`config.mk`:
```
export PLATFORM = sky130hd
export DESIGN_NAME = flash_line_cache
export DESIGN_NICKNAME = d
export VERILOG_FILES = /design/src/rtl/flash_line_cache.sv
export SDC_FILE = /design/constraint.sdc
export NUM_CORES = 2
export LEC_CHECK = 0
export BUFFER_PORTS_ARGS = -buffer_cell sky130_fd_sc_hd__buf_2
export CELL_PAD_IN_SITES_DETAIL_PLACEMENT = 2
export CELL_PAD_IN_SITES_GLOBAL_PLACEMENT = 2
export CORE_MARGIN = 1.5
export CORE_UTILIZATION = 45
export CTS_CLUSTER_DIAMETER = 120
export DETAILED_ROUTE_END_ITERATION = 8
export PLACE_DENSITY_LB_ADDON = 0.2
export SLEW_MARGIN = 10
export SYNTH_ARGS = -nofsm -noshare
export SYNTH_HDL_FRONTEND = slang
export SYNTH_SLANG_ARGS = --single-unit
```
`constraint.sdc`:
```
create_clock -name clk -period 14.4 [get_ports clk]
set_clock_uncertainty 0.05 [all_clocks]
set_input_delay 2.88 -clock clk [delete_from_list [all_inputs] [get_ports clk]]
set_output_delay 2.88 -clock clk [all_outputs]
set_load 0.01 [all_outputs]
```
`src/rtl/flash_line_cache.sv`:
```
module flash_line_cache #(
  parameter int LINES   = 8,
  parameter int WADDR_W = 20
) (
  input  logic               clk,
  input  logic               rst_n,
  input  logic               cfg_we,
  input  logic               cfg_en,
  input  logic               flush,
  input  logic               lk_valid,
  input  logic               lk_cpu,
  input  logic               lk_nc,
  input  logic [WADDR_W-1:0] lk_addr,
  output logic               lk_hit,
  output logic [63:0]        lk_data,
  input  logic               fill_valid,
  input  logic               fill_cpu,
  input  logic               fill_nc,
  input  logic [WADDR_W-3:0] fill_line,
  input  logic [255:0]       fill_data
);
  localparam int AGE_W = $clog2(LINES);
  localparam int TAG_W = WADDR_W - 2;

  logic               on;
  logic [LINES-1:0]   vld;
  logic [TAG_W-1:0]   tag [LINES];
  logic [255:0]       dat [LINES];
  logic [AGE_W-1:0]   age [LINES];
  logic [LINES-1:0]   lk_match, fl_match, oldest;
  logic [AGE_W-1:0]   hit_idx, vic, tidx;
  logic [255:0]       line;
  logic               lk_go, fl_go, touch;

  for (genvar g = 0; g < LINES; g++) begin : g_cmp
    assign lk_match[g] = vld[g] && tag[g] == lk_addr[WADDR_W-1:2];
    assign fl_match[g] = vld[g] && tag[g] == fill_line;
    assign oldest[g]   = age[g] == AGE_W'(LINES-1);
  end

  assign lk_go  = lk_valid && on && lk_cpu && !lk_nc;
  assign lk_hit = lk_go && |lk_match;
  assign fl_go  = fill_valid && on && fill_cpu && !fill_nc && !flush;
  assign touch  = fl_go || lk_hit;
  assign tidx   = fl_go ? vic : hit_idx;

  always_comb begin
    line    = '0;
    hit_idx = '0;
    for (int i = 0; i < LINES; i++)
      if (lk_match[i]) begin
        line    = dat[i];
        hit_idx = AGE_W'(i);
      end
    lk_data = line[{lk_addr[1:0], 6'b0} +: 64];
  end

  always_comb begin
    vic = '0;
    if (|fl_match) begin
      for (int i = 0; i < LINES; i++)
        if (fl_match[i]) vic = AGE_W'(i);
    end else if (&vld) begin
      for (int i = 0; i < LINES; i++)
        if (oldest[i]) vic = AGE_W'(i);
    end else begin
      for (int i = LINES - 1; i >= 0; i--)
        if (!vld[i]) vic = AGE_W'(i);
    end
  end

  always_ff @(posedge clk or negedge rst_n) begin
    if (!rst_n) begin
      on  <= 1'b1;
      vld <= '0;
      for (int i = 0; i < LINES; i++) begin
        age[i] <= AGE_W'(i);
        tag[i] <= '0;
        dat[i] <= '0;
      end
    end else begin
      if (cfg_we) on <= cfg_en;
      if (flush) vld <= '0;
      else if (fl_go) begin
        vld[vic] <= 1'b1;
        tag[vic] <= fill_line;
        dat[vic] <= fill_data;
      end
      if (touch)
        for (int i = 0; i < LINES; i++)
          if (AGE_W'(i) == tidx) age[i] <= '0;
          else if (age[i] < age[tidx]) age[i] <= age[i] + 1'b1;
    end
  end
endmodule


```
==> flow_metrics.py <==
metrics = {
    "pwr": {
        "irDropWorstVdd_v": 0.0001577,
        "p_per_area_nw_per_um2": 123.6,
        "internal-power_w": 0.01098,
        "combPwrFrac_pct": 6.7,
        "seq_power_share_pct": 46.6,
        "switching_share_pct": 24.53,
        "power_frac_clock_pct": 46.8,
        "switchingPower_w": 0.003568,
        "p_leak_nw": 56.10,
    },
    "timing": {
        "rsz0062_at_grt": "false",
        "min_period_ns": 11.91,
        "setup_tns_ns": 0,
        "setup_viol": 0,
        "fmax_mhz": 83.95,
        "finalCritPeriodShare_pct": 82.72,
        "maxSlewHeadroom_pct": 6.337,
        "finalHoldViolCount": 0,
        "slew_violations": 0,
        "worst_slew_pin_slew_ns": 1.405,
    },
    "synthesis": {
        "syn-mean-instance-area_um2": 12.11,
        "yosysWarnings": 0,
        "synth.most_common_cell": "dfrtp_1",
        "ys_top_cells_by_area": "dfrtp_1 (53%), mux2_2 (24%), o21ai_0 (3.2%), nand2_1 (3.1%), mux2i_1 (1.9%)",
        "synth_edf_count": 0,
        "synthFlopType": "dfrtp_1",
        "async_flop_share_pct": 100.0,
        "ys_types": 74,
        "synth_top_area_cell": "dfrtp_1",
        "synth_seq_cells": 2225,
        "syn_area_um2": 104700,
        "synth_seq_area_share_pct": 53.21,
        "synth_nets": 8970,
        "synth_top_area_share_pct": 52.88,
        "syn_inst": 8642,
        "synth_top_cells_by_count": "dfrtp_1 (2,212), mux2_2 (2,200), nand2_1 (858)",
    },
    "clock_network": {
        "post_cts_resized": 0,
        "cts_sinks": 2225,
        "cts_root_buf": "clkbuf_16",
        "clock_latency_ns": 0.95,
        "post_cts_buffers": 0,
        "cts_buffers": 274,
        "hold_buffers": 0,
        "cts.reportedPaths.clkPinSlew_ns": 0.06,
        "clockBufferDepth": 4,
        "htreeDepth": 5,
        "cts_tree": "yes",
    },
    "finish": {
        "utilization_pct": 51.05,
        "syn2layout_area_growth_pct": 12.44,
        "num-fill-cells": 21800,
        "layout.cells.non_filler": 11970,
        "fin_nets": 9020,
        "post_route_cells_drive_above_1_share_pct": 35.41,
        "final_area_um2": 117700,
    },
    "global_routing": {
        "grt_pass1_wl_um": 594800,
        "grt_max_degree": 179,
        "grt-ovfl-total": 0,
        "grt_usage_pct": 33.92,
        "grt_pass1_vias": 86200,
        "antenna_found_initial": 146,
    },
    "floorplanning": {
        "rows": 176,
        "floorplan.die.height_um": 485.3,
        "design.die.area_um2": 235500,
        "start_util_pct": 45.40,
        "core-area_um2": 230600,
        "die_w_um": 485.3,
        "io_pins": 370,
    },
    "placement": {
        "placed_area_um2": 108900,
        "place.gp.congestion": 0.8760,
        "io_buffers": 369,
        "hpwl_um": 238200,
        "place_inst": 11440,
    },
    "min_path": {
        "hold_start": "dat[928]",
        "hold_class": "flip-flop to flip-flop",
    },
    "setup_path": {
        "crit_arrival_ns": 8.98,
        "crit_type": "input pin to output pin",
        "cp_cell_sequence": "buf_2 -> xnor2_1 -> nand4_1 -> nor2_1 -> and3_4 -> nor4_2 -> buf_12 -> buf_4 -> a221oi_1 -> o311ai_0 -> o21ai_0 -> o211ai_1 -> o21ai_0 -> o21ai_0 -> nand3_1 -> o2111ai_1 -> buf_2",
        "critical_path_buf_inv_count": 4,
        "cpPeakStageDelay_ns": 0.86,
        "crit_path_end_kind": "output pin",
        "cpMostUsedCell": "o21ai_0",
        "crit_path_start": "lk_addr[4]",
        "crit_required_ns": 11.47,
        "cp_max_fo": 77,
        "cp_top_family": "compound AO/OA/AOI/OAI gates",
        "r2r_start": "tag[57]",
        "start_kind": "input pin",
        "critPathSlowestCell": "nor4_2",
        "reg2reg_slack_ns": 8.09,
    },
    "detailed_routing": {
        "avgViaCountPerCell": 6.330,
        "drtAntennaViolNets": 0,
        "dr_wl_met3_um": 23190,
        "totalWireLength_um": 402100,
        "wl_met2_um": 197500,
        "dr.max_layer_used": "met5",
        "wl_met1_um": 162300,
        "drc": 0,
        "num_vias": 75770,
        "dr.pass1.iters": 5,
        "drt-initial-drc-count": 5243,
        "wl_per_cell_um": 33.59,
    },
    "outcome": {
        "outcome": "finished, final reports clean",
    },
    "job": {
        "maxCapViolCount": 0,
    },
}
## stage by stage
| stage | hold slack [ns] | worst slack (ns) | power (W) |
|---|---|---|---|
| 2_1_floorplan | 0.4245 | 5.778 | 0.007300 |
| 3_3_place_gp | 0.4333 | 3.057 | 0.007721 |
| 3_5_place_dp | 0.4409 | 3.018 | 0.007824 |
| 4_1_cts | 0.4533 | 2.726 | 0.01463 |
| 5_1_grt | 0.4596 | 2.436 | 0.01498 |
| 6_report | 0.4482 | 2.488 | 0.01455 |
## power groups by stage
stage	registers [W]	logic (W)	clock network, W
finish	0.00677	0.000969	0.00681
global route	0.00680	0.00105	0.00713
CTS	0.00677	0.000972	0.00689
detailed placement	0.00687	0.000954	0
global placement	0.00683	0.000890	0
floorplan	0.00679	0.000507	0
## final timing paths
check,to,cells after the start
setup / recovery,lk_data[44],17
hold / removal,dat[928],1
setup reg to reg,dat[934],12
hold reg to reg,dat[928],1
max in group asynchronous,dat[485],4
min in group asynchronous,tag[62],1
## layout by cell type, fill, tap and decap left out, types with 14 or more instances in the layout
cell,n
buf_2,366
mux2_2,2200
a21oi_1,209
inv_1,18
nand3_1,85
xor2_1,100
clkbuf_1,62
mux2i_1,197
diode_2,75
clkinv_2,28
a22oi_1,191
nand4_1,78
xnor2_1,184
nand2_1,854
buf_12,36
a22o_1,14
nor4_1,17
dfrtp_1,2212
clkbuf_8,67
o21ai_0,660
o2111ai_1,59
ha_1,23
o211ai_1,196
o311ai_0,129
a221oi_1,128
nor3_1,23
buf_4,71
clkbuf_16,284
nor2_1,193
## sequential cells by signal, indices dropped and copies added (netlist names)
signal and count:
on 1, dat 2048, tag 144, age 24, vld 8
## final cells by class
class / count / area (um2) / share of cell area, %
Clock buffer: 413 / 8262 / 7.020
Multi-Input combinational cell: 5699 / 46210 / 39.26
Timing Repair Buffer: 474 / 3097 / 2.631
Clock inverter: 41 / 387.9 / 0.3296
Antenna cell: 75 / 187.7 / 0.1595
Sequential cell: 2225 / 55690 / 47.32
Inverter: 18 / 67.56 / 0.05741
Tap cell: 3026 / 3786 / 3.217
## logic make-up after synthesis
| logic type | after synthesis | synth area share (%) |
|---|---|---|
| mux | 2398 | 25.57 |
| xor+xnor | 288 | 2.438 |
| fa+ha+maj | 23 | 0.2749 |
| buf+inv | 718 | 2.844 |
| flops | 2225 | 53.21 |
| compound gates | 1654 | 10.26 |
| simple gates | 1336 | 5.399 |
## layer usage
layer,global-route usage (%),up-vias
met5,0,-
met4,16.78,78
met3,6.563,838
met2,56.66,2186
met1,41.97,41110
li1,-,31560
No activity file was read; power rests on OpenSTA's default activity.
